$ cat src/rtl/rxdma_pkg.sv
package rxdma_pkg;

  typedef enum logic [2:0] {
    ST_IDLE,
    ST_FETCH,
    ST_STREAM,
    ST_WB_FLAGS,
    ST_WB_END,
    ST_CTX,
    ST_HALT
  } rx_state_e;

  localparam int DESC_WORDS = 4;
  localparam int FLG_LAST   = 0;
  localparam int FLG_INTR   = 4;
  localparam int FLG_INEOP  = 11;
  localparam int CTX_DIS    = 15;
  localparam int RAW_W      = 4;

  // raw interrupt bits raised by one descriptor close
  function automatic logic [RAW_W-1:0] close_bits(input logic want_intr, input logic saw_eop);
    logic [RAW_W-1:0] b;
    b = '0;
    if (want_intr) b[1:0] = 2'b11;
    if (saw_eop)   b[3]   = 1'b1;
    return b;
  endfunction

endpackage

$ cat src/rtl/rxdma_fill.sv
module rxdma_fill #(
  parameter int ADDR_W = 32,
  parameter int LEN_W  = 3
) (
  input  logic [ADDR_W-1:0] pos_i,
  input  logic [ADDR_W-1:0] end_i,
  input  logic [LEN_W-1:0]  offer_i,
  input  logic              eop_i,
  input  logic              halted_i,
  output logic [LEN_W-1:0]  take_o,
  output logic [ADDR_W-1:0] next_pos_o,
  output logic              close_o
);

  function automatic logic [ADDR_W-1:0] take_of(input logic [ADDR_W-1:0] room,
                                                input logic [ADDR_W-1:0] offer);
    return (room < offer) ? room : offer;
  endfunction

  logic [ADDR_W-1:0] room_w;
  logic [ADDR_W-1:0] take_w;

  always_comb begin
    room_w     = end_i - pos_i;
    take_w     = halted_i ? '0 : take_of(room_w, ADDR_W'(offer_i));
    take_o     = take_w[LEN_W-1:0];
    next_pos_o = pos_i + take_w;
    close_o    = !halted_i && ((next_pos_o == end_i) || eop_i);
  end

endmodule

$ cat src/rtl/rxdma_irq.sv
module rxdma_irq
  import rxdma_pkg::*;
(
  input  logic             clk,
  input  logic             rst_n,
  input  logic             set_en_i,
  input  logic [RAW_W-1:0] set_bits_i,
  output logic [RAW_W-1:0] raw_o,
  output logic             upd_o
);

  logic [RAW_W-1:0] merged_w;
  assign merged_w = raw_o | set_bits_i;

  always_ff @(posedge clk or negedge rst_n) begin
    if (!rst_n) begin
      raw_o <= '0;
      upd_o <= 1'b0;
    end else begin
      upd_o <= set_en_i && (merged_w != raw_o);
      if (set_en_i) raw_o <= merged_w;
    end
  end

endmodule

$ cat src/rtl/rxdma_chain.sv
module rxdma_chain
  import rxdma_pkg::*;
#(
  parameter int ADDR_W = 32,
  parameter int DATA_W = 32,
  localparam int WORD_B = DATA_W / 8,
  localparam int LEN_W  = $clog2(WORD_B) + 1
) (
  input  logic              clk,
  input  logic              rst_n,
  input  logic              start_i,
  input  logic [ADDR_W-1:0] start_desc_i,
  input  logic [ADDR_W-1:0] start_ctx_i,
  input  logic              s_valid_i,
  output logic              s_ready_o,
  input  logic [DATA_W-1:0] s_data_i,
  input  logic [LEN_W-1:0]  s_len_i,
  input  logic              s_eop_i,
  output logic [LEN_W-1:0]  s_acc_len_o,
  output logic              mem_req_o,
  output logic              mem_we_o,
  output logic [ADDR_W-1:0] mem_addr_o,
  output logic [DATA_W-1:0] mem_wdata_o,
  output logic [LEN_W-1:0]  mem_bytes_o,
  input  logic [DATA_W-1:0] mem_rdata_i,
  output logic [RAW_W-1:0]  irq_raw_o,
  output logic              irq_upd_o,
  output logic              halted_o
);

  localparam int CNT_W = $clog2(DESC_WORDS + 1);

  rx_state_e         state_q;
  logic [CNT_W-1:0]  cnt_q;
  logic [ADDR_W-1:0] desc_q, ctx_q, next_q, buf_q, end_q, pos_q;
  logic [DATA_W-1:0] flags_q;
  logic              eop_q;

  logic              hs_w;
  logic              desc_done_w;
  logic              data_wr_w;
  logic              fill_close_w;
  logic [LEN_W-1:0]  take_w;
  logic [ADDR_W-1:0] next_pos_w;

  rxdma_fill #(.ADDR_W(ADDR_W), .LEN_W(LEN_W)) fill_i (
    .pos_i      (pos_q),
    .end_i      (end_q),
    .offer_i    (s_len_i),
    .eop_i      (s_eop_i),
    .halted_i   (state_q == ST_HALT),
    .take_o     (take_w),
    .next_pos_o (next_pos_w),
    .close_o    (fill_close_w)
  );

  assign s_ready_o   = (state_q == ST_STREAM) || (state_q == ST_HALT);
  assign s_acc_len_o = take_w;
  assign hs_w        = s_valid_i && s_ready_o;
  assign desc_done_w = hs_w && (state_q == ST_STREAM) && fill_close_w;
  assign data_wr_w   = hs_w && (state_q == ST_STREAM) && (take_w != '0);
  assign halted_o    = (state_q == ST_HALT);

  rxdma_irq irq_i (
    .clk        (clk),
    .rst_n      (rst_n),
    .set_en_i   (desc_done_w),
    .set_bits_i (close_bits(flags_q[FLG_INTR], s_eop_i)),
    .raw_o      (irq_raw_o),
    .upd_o      (irq_upd_o)
  );

  // memory request mux
  always_comb begin
    mem_req_o   = 1'b0;
    mem_we_o    = 1'b0;
    mem_addr_o  = '0;
    mem_wdata_o = '0;
    mem_bytes_o = LEN_W'(WORD_B);
    unique case (state_q)
      ST_FETCH: begin
        mem_req_o  = (cnt_q < CNT_W'(DESC_WORDS));
        mem_addr_o = desc_q + ADDR_W'(cnt_q) * ADDR_W'(WORD_B);
      end
      ST_STREAM: begin
        mem_req_o   = data_wr_w;
        mem_we_o    = 1'b1;
        mem_addr_o  = pos_q;
        mem_wdata_o = s_data_i;
        mem_bytes_o = take_w;
      end
      ST_WB_FLAGS: begin
        mem_req_o   = 1'b1;
        mem_we_o    = 1'b1;
        mem_addr_o  = desc_q + ADDR_W'(2 * WORD_B);
        mem_wdata_o = flags_q | (DATA_W'(eop_q) << FLG_INEOP);
      end
      ST_WB_END: begin
        mem_req_o   = 1'b1;
        mem_we_o    = 1'b1;
        mem_addr_o  = desc_q + ADDR_W'(3 * WORD_B);
        mem_wdata_o = DATA_W'(end_q);
      end
      ST_CTX: begin
        mem_req_o   = 1'b1;
        mem_we_o    = 1'b1;
        mem_addr_o  = ctx_q;
        mem_wdata_o = DATA_W'(1) << CTX_DIS;
      end
      default: ;
    endcase
  end

  always_ff @(posedge clk or negedge rst_n) begin
    if (!rst_n) begin
      state_q <= ST_IDLE;
      cnt_q   <= '0;
      desc_q  <= '0;
      ctx_q   <= '0;
      next_q  <= '0;
      buf_q   <= '0;
      end_q   <= '0;
      pos_q   <= '0;
      flags_q <= '0;
      eop_q   <= 1'b0;
    end else begin
      unique case (state_q)
        ST_IDLE, ST_HALT: begin
          if (start_i) begin
            desc_q  <= start_desc_i;
            ctx_q   <= start_ctx_i;
            cnt_q   <= '0;
            state_q <= ST_FETCH;
          end
        end
        ST_FETCH: begin
          unique case (cnt_q)
            CNT_W'(1): next_q  <= ADDR_W'(mem_rdata_i);
            CNT_W'(2): buf_q   <= ADDR_W'(mem_rdata_i);
            CNT_W'(3): flags_q <= mem_rdata_i;
            CNT_W'(4): end_q   <= ADDR_W'(mem_rdata_i);
            default: ;
          endcase
          if (cnt_q == CNT_W'(DESC_WORDS)) begin
            pos_q   <= buf_q;
            cnt_q   <= '0;
            state_q <= ST_STREAM;
          end else begin
            cnt_q <= cnt_q + 1'b1;
          end
        end
        ST_STREAM: begin
          if (hs_w) begin
            pos_q <= next_pos_w;
            if (fill_close_w) begin
              eop_q   <= s_eop_i;
              end_q   <= next_pos_w;
              state_q <= ST_WB_FLAGS;
            end
          end
        end
        ST_WB_FLAGS: state_q <= ST_WB_END;
        ST_WB_END: begin
          if (flags_q[FLG_LAST]) begin
            state_q <= ST_CTX;
          end else begin
            desc_q  <= next_q;
            cnt_q   <= '0;
            state_q <= ST_FETCH;
          end
        end
        ST_CTX: state_q <= ST_HALT;
        default: state_q <= ST_IDLE;
      endcase
    end
  end

endmodule

$ cat config.mk
export PLATFORM = sky130hd
export DESIGN_NAME = rxdma_chain
export DESIGN_NICKNAME = d
export VERILOG_FILES = /design/src/rtl/rxdma_pkg.sv /design/src/rtl/rxdma_fill.sv /design/src/rtl/rxdma_irq.sv /design/src/rtl/rxdma_chain.sv
export SDC_FILE = /design/constraint.sdc
export NUM_CORES = 1
export LEC_CHECK = 0
export BUFFER_PORTS_ARGS = -buffer_cell sky130_fd_sc_hd__buf_2
export CAP_MARGIN = 20
export CORE_UTILIZATION = 40
export DETAILED_ROUTE_END_ITERATION = 7
export PLACE_DENSITY = 0.55
export SYNTH_ARGS = -nofsm -noshare
export SYNTH_HDL_FRONTEND = slang
export SYNTH_HIERARCHICAL = 1
export SYNTH_SLANG_ARGS = --single-unit
$ cat constraint.sdc
create_clock -name clk -period 10.5 [get_ports clk]
set_input_delay 0.525 -clock clk [delete_from_list [all_inputs] [get_ports clk]]
set_output_delay 0.525 -clock clk [all_outputs]
set_load 0.005 [all_outputs]
## Word level (Yosys, flattened, before mapping)

Index checks and enable logic that the tools add are counted.
Widths: inputs -> output; s select.

- Add/subtract/negate cells: 6
- Magnitude comparators: 2
- Eq/ne operators: 17
- Muxes and demuxes: 29
- Bitwise operators: 2
- Reduce and logical (&&, ||, !) cells: 27

Operators by type and width:

| kind | number |
|---|---|
| $mux 32 | 9 |
| $pmux 32 s2 | 3 |
| $pmux 32 s5 | 1 |
| $pmux 32 s4 | 1 |
| $add 32x4->32 const B | 2 |
| $add 32x32->32 | 1 |
| $add 32x5->32 | 1 |
| $eq 32x32->1 | 1 |
| $lt 32x3->1 | 1 |
| $or 32x12->32 | 1 |
| $sub 32x32->32 | 1 |
| $mux 3 | 9 |
| $pmux 3 s6 | 1 |
| $eq 3x2->1 const B | 4 |
| $eq 3x3->1 const B | 4 |
| $reduce_and 3->1 | 4 |
| $ne 2x2->1 const B | 5 |
| $pmux 3 s3 | 1 |
| $reduce_and 2->1 | 4 |
| $reduce_and 4->1 | 2 |
| $eq 3x1->1 const B | 2 |
| $logic_and 1x1->1 | 6 |
| $reduce_bool 3->1 | 2 |
| $ne 4x4->1 | 1 |
| 13 further kinds | 16 |

- Flip-flop bits (word level): 236
- Input bits: 136
- Output and inout bits: 79
- Word-level logic and storage cells: 95

## Logic depth before layout (Yosys ltp)

- Depth after elaboration: 11
- Gate-level depth with buffers: 32

## Modules after synthesis

The synthesis kept the hierarchy.

Modules (own cells, without submodules):

| module | instances | cells an instance | area each (sq um) |
|---|---|---|---|
| rxdma_chain | 1 | 1292 | 12438.2 |
| rxdma_fill | 1 | 745 | 5011.1 |
| rxdma_irq | 1 | 14 | 192.7 |

## Worst setup path before layout

Ideal clock, no wire load.

- Path kind: register -> register
- Start point: register end_q[0]
- End point: register end_q[13]
- Library setup time: 77 ps
- Arrival time: 7882 ps
- Slack: 2540 ps
- Stages on the path, launching flop included: 33
- Buffers on the path: 2
- Path through: dfrtp_1 > inv_1 > ha_1 > fa_1 > inv_1 > ha_1 > a21boi_0 > o21ai_0 > o311ai_0 > or3_1 > or4_1 > nor4b_2 > nand4_1 > or4_4 > or3_1 > a21oi_1 > ha_1 > fa_1 > a21oi_1 > o21bai_1 > xor3_1 > or4_1 > nor4_1 > nand4_1 > or4_1 > a2111oi_2 > nand4_1 > o41ai_1 > o21a_1 > clkbuf_1 > clkbuf_1 > nor2_1 > a21oi_1

- Longest elaborated chain between the ends: 10
- Elaborated cells on any way between the ends: 13
- Those cells by class: 2 x add/sub; 1 x order compare; 2 x eq/ne; 5 x mux; 3 x reduce/logical

Ends and longest elaborated chain:

| element | RTL line | source |
|---|---|---|
| start: declaration | rxdma_chain.sv:35 | `logic [ADDR_W-1:0] desc_q, ctx_q, next_q, buf_q, end_q, pos_q;` |
| start signal: assignment | rxdma_chain.sv:141 | `CNT_W'(4): end_q <= ADDR_W'(mem_rdata_i);` |
| start signal: assignment | rxdma_chain.sv:157 | `end_q <= next_pos_w;` |
| $sub 32x32->32 * | rxdma_fill.sv:24 | `room_w = end_i - pos_i;` |
| $lt 32x3->1 | rxdma_fill.sv:17 | `return (room < offer) ? room : offer;` |
| $mux 32 * | rxdma_fill.sv:17 |  |
| $mux 32 * | rxdma_fill.sv:25 | `take_w = halted_i ? '0 : take_of(room_w, ADDR_W'(offer_i));` |
| named net s_acc_len_o[0] | rxdma_chain.sv:19 | `output logic [LEN_W-1:0] s_acc_len_o,` |
| $add 32x32->32 * | rxdma_fill.sv:27 | `next_pos_o = pos_i + take_w;` |
| $eq 32x32->1 * | rxdma_fill.sv:28 | `close_o = !halted_i && ((next_pos_o == end_i) \|\| eop_i);` |
| $logic_or 1x1->1 * | rxdma_fill.sv:28 |  |
| $logic_and 1x1->1 * | rxdma_fill.sv:28 |  |
| named net fill_close_w | rxdma_chain.sv:42 | `logic fill_close_w;` |
| $ne 2x2->1 (no line) * | - |  |
| $reduce_and 4->1 (no line) * | - |  |

The timed path passes the listed nets; every way through them passes the cells marked *. The select of a mux whose other input is x is not followed.
A chain may end at the register's enable or synchronous reset.

## Final worst setup path

- Start point: register end_q[0]
- End point: register end_q[1]

- Longest elaborated chain between the ends: 10
- Elaborated cells on any way between the ends: 13
- Those cells by class: 2 x add/sub; 1 x order compare; 2 x eq/ne; 5 x mux; 3 x reduce/logical

Ends and longest elaborated chain:

| element | RTL line |
|---|---|
| $sub 32x32->32 | rxdma_fill.sv:24 |
| $lt 32x3->1 | rxdma_fill.sv:17 |
| $mux 32 | rxdma_fill.sv:17 |
| $mux 32 | rxdma_fill.sv:25 |
| $add 32x32->32 | rxdma_fill.sv:27 |
| $eq 32x32->1 * | rxdma_fill.sv:28 |
| $logic_or 1x1->1 * | rxdma_fill.sv:28 |
| $logic_and 1x1->1 * | rxdma_fill.sv:28 |
| named net fill_close_w | rxdma_chain.sv:42 |
| $ne 2x2->1 (no line) * | - |
| $reduce_and 4->1 (no line) * | - |

Marked as above.

==> out/results.ini <==
[drt]
drt_pass1_iterations = 8
drcViolationCount = 0
dr_total_vias = 17286
wl_per_cell_um = 25.9
routed_via_density = 6.16
finalWirelength_um = 72700
ant_nets = 0
first_iter_violations = 1600

[run]
maxCapViolations = 0

[critical_path]
path_buf_inv = 2
crit_path_end_kind = register
crit_required_ps = 10980
cp-startpoint = end_q[0]$_DFFE_PN0P_
critPathTopFamily = compound AO/OA/AOI/OAI gates
endpoint = end_q[1]$_DFFE_PN0P_
slowest_stage = a2111oi_0
reg2reg_to = end_q[1]$_DFFE_PN0P_
reg2reg_slack_ps = 680
worstSetupPathType = reg2reg
crit_cells = 29
start_kind = register
r2r-start = end_q[0]$_DFFE_PN0P_
arrival_ps = 10300
r2r_cells = 29
cp_slowest_stage_delay_ps = 890
path_max_fanout = 34

[sta]
setup_viol = 0
slew_violations = 0
hold_ws_ps = 59.2
slew-limit-headroom_pct = 29.6
hold_violations = 0
period_share_pct = 93.5
fmaxAchievable_ghz = 0.102
tightest_slew_ps = 1050
clock-skew-final_ps = 13.4
rsz0062_at_grt = no
finalSetupTns_ps = 0
min_period_ps = 9820

[die]
die_area_mm2 = 0.0449
coreArea_mm2 = 0.0433
start_util_pct = 40.8
rows = 76
die_h_um = 212
die_w_um = 212
ios = 215

[grt]
antenna_found_initial = 1
grtUsageTotal_pct = 32.0
grt_pass1_wl_um = 107000
grt_max_degree = 113
grt_overflow = 0
grt_pass1_vias = 16420

[logic_synthesis]
synth.area.top_cells = dfrtp_1 (33%), mux2_2 (8.4%), a21oi_1 (8.3%), ha_1 (5.3%), nor2_1 (4.9%)
yosysSeqAreaShare_pct = 33.5
synthCells = 2051
yosysMostFrequentCell = a21oi_1
ys.flop_type = dfrtp_1
yosysWarnings = 6
synth_edf_count = 0
synth_seq_cells = 236
synthArstFlopShare_pct = 100
syn_area_mm2 = 0.0176
synth_area_leader_cell = dfrtp_1
synth_top_area_share_pct = 33.5
syn_avg_cell_area_um2 = 8.60
synth_common_cells = a21oi_1 (292), dfrtp_1 (236), nor2_1 (228), mux2_2 (131), nand2_1 (100)
synthDistinctLibCells = 92

[pwr]
p_leak_nw = 8.71
p_per_area_mw_per_mm2 = 400
ir_worst_vdd_mv = 0.179
p_total_mw = 8.05

[clock_network]
ctsHoldBuffers = 0
clock_path_buffers = 3
cts.sinks = 236
clk_pin_slew_worst_paths_ps = 60
h-tree-depth = 1
cts_root_buf = clkbuf_16
cts-resized-gates = 0
cts_buffers = 27
cts_tree = yes
insertion_delay_ps = 560
post_cts_buffers = 0

[finish]
drive_above_1_share_pct = 20.3
syn_to_final_growth_pct = 14.2
fin_util_pct = 46.6
nets = 2416
fill_cells = 4282

[place]
portBuffers = 214
gp_congestion = 0.987
place.detailed.hpwl_um = 55100

[hold_path]
hold_path.class = in2async

[run_status]
outcome = finished, final reports clean

==> metrics by stage <==
step / area [um^2] / instances / setup slack, ps
after detailed placement: 19200 / 2758 / 959
after global routing: 20100 / 2807 / 191
after global placement: 19200 / 2758 / 1120
after floorplan: 17700 / 2079 / 2540
after CTS: 20100 / 2807 / 919
final: 20100 / 2808 / 678
==> registers in the layout, summed over array words and instances, names as in the netlist <==
signal       count
state_q          3
ctx_q           32
eop_q            1
flags_q         32
desc_q          32
next_q          32
irq_i/upd_o      1
buf_q           32
irq_i/raw_o      4
end_q           32
cnt_q            3
pos_q           32
==> how the worst min path moves through the flow <==
stage                          startpoint                          to  cells past startpoint  slack, ps
2_1_floorplan                       rst_n        buf_q[0]$_DFFE_PN0P_                      0        230
3_3_place_gp   irq_i/raw_o[1]$_DFFE_PN0P_  irq_i/raw_o[1]$_DFFE_PN0P_                      1        460
3_5_place_dp   irq_i/raw_o[1]$_DFFE_PN0P_  irq_i/raw_o[1]$_DFFE_PN0P_                      1        470
4_1_cts                             rst_n      next_q[23]$_DFFE_PN0P_                      1         90
5_1_grt                             rst_n      next_q[26]$_DFFE_PN0P_                      1        150
6_report                            rst_n      next_q[23]$_DFFE_PN0P_                      1         60
==> routing by layer <==
metal	global-route usage, %	vias up	routed length, um
met5	0	-	0
met4	11.2	0	2800
met3	4.64	123	5660
met2	50.4	830	32600
met1	44.5	8492	31600
li1	-	7841	-
==> where the power goes <==
group          switching, mW  internal, mW
clock                  0.403         0.626
combinational           3.08          1.96
sequential             0.629          1.36
==> cell type report <==
cell class	instances	area (um^2)	area share [%]
antenna	1	2.50	0.0124
clock buffer	37	753	3.74
clock inverter	12	204	1.01
inverter	65	244	1.21
multi-input combinational	1635	11100	54.9
sequential	236	5910	29.3
tap	585	732	3.63
timing repair buffer	237	1250	6.22
==> placed cells by master, fill, tap and decap left out, types with 8 or more instances in the layout <==
cell         n
nand2b_1    19
buf_2      213
o211ai_1     8
xnor2_1     42
o221ai_1     8
mux2i_1     44
o31a_1      11
nor2b_1     11
clkbuf_16   27
a21oi_1    291
conb_1      30
o21a_1      14
inv_1       64
a31oi_1     22
o2111ai_1    9
and4_1      12
nor4_1      19
a21boi_0     8
or3_1       16
o21bai_1     8
ha_1        75
a211oi_1    12
and2_1      14
o21ai_0     79
mux2_2     131
nand4_1     35
nand3_1     35
buf_4       23
a21o_1      30
dfrtp_1    235
and3_1      51
nand2_1     99
a22oi_1     53
a22o_1      11
xor2_1      28
nor2_1     224
nor3_1      42
==> logic make-up after synthesis <==
logic type	after synthesis	share of synthesized area, %
DFF	236	33.5
muxes	176	10.9
AOI/OAI and AO/OA	649	23.4
and+or+nand+nor	628	17.7
xor gates and xnor gates	74	3.99
other	2	0.0426
buffers and inverters	208	4.85
adders and majority gates	78	5.66
Note: power is estimated with default switching activity, not from simulation.
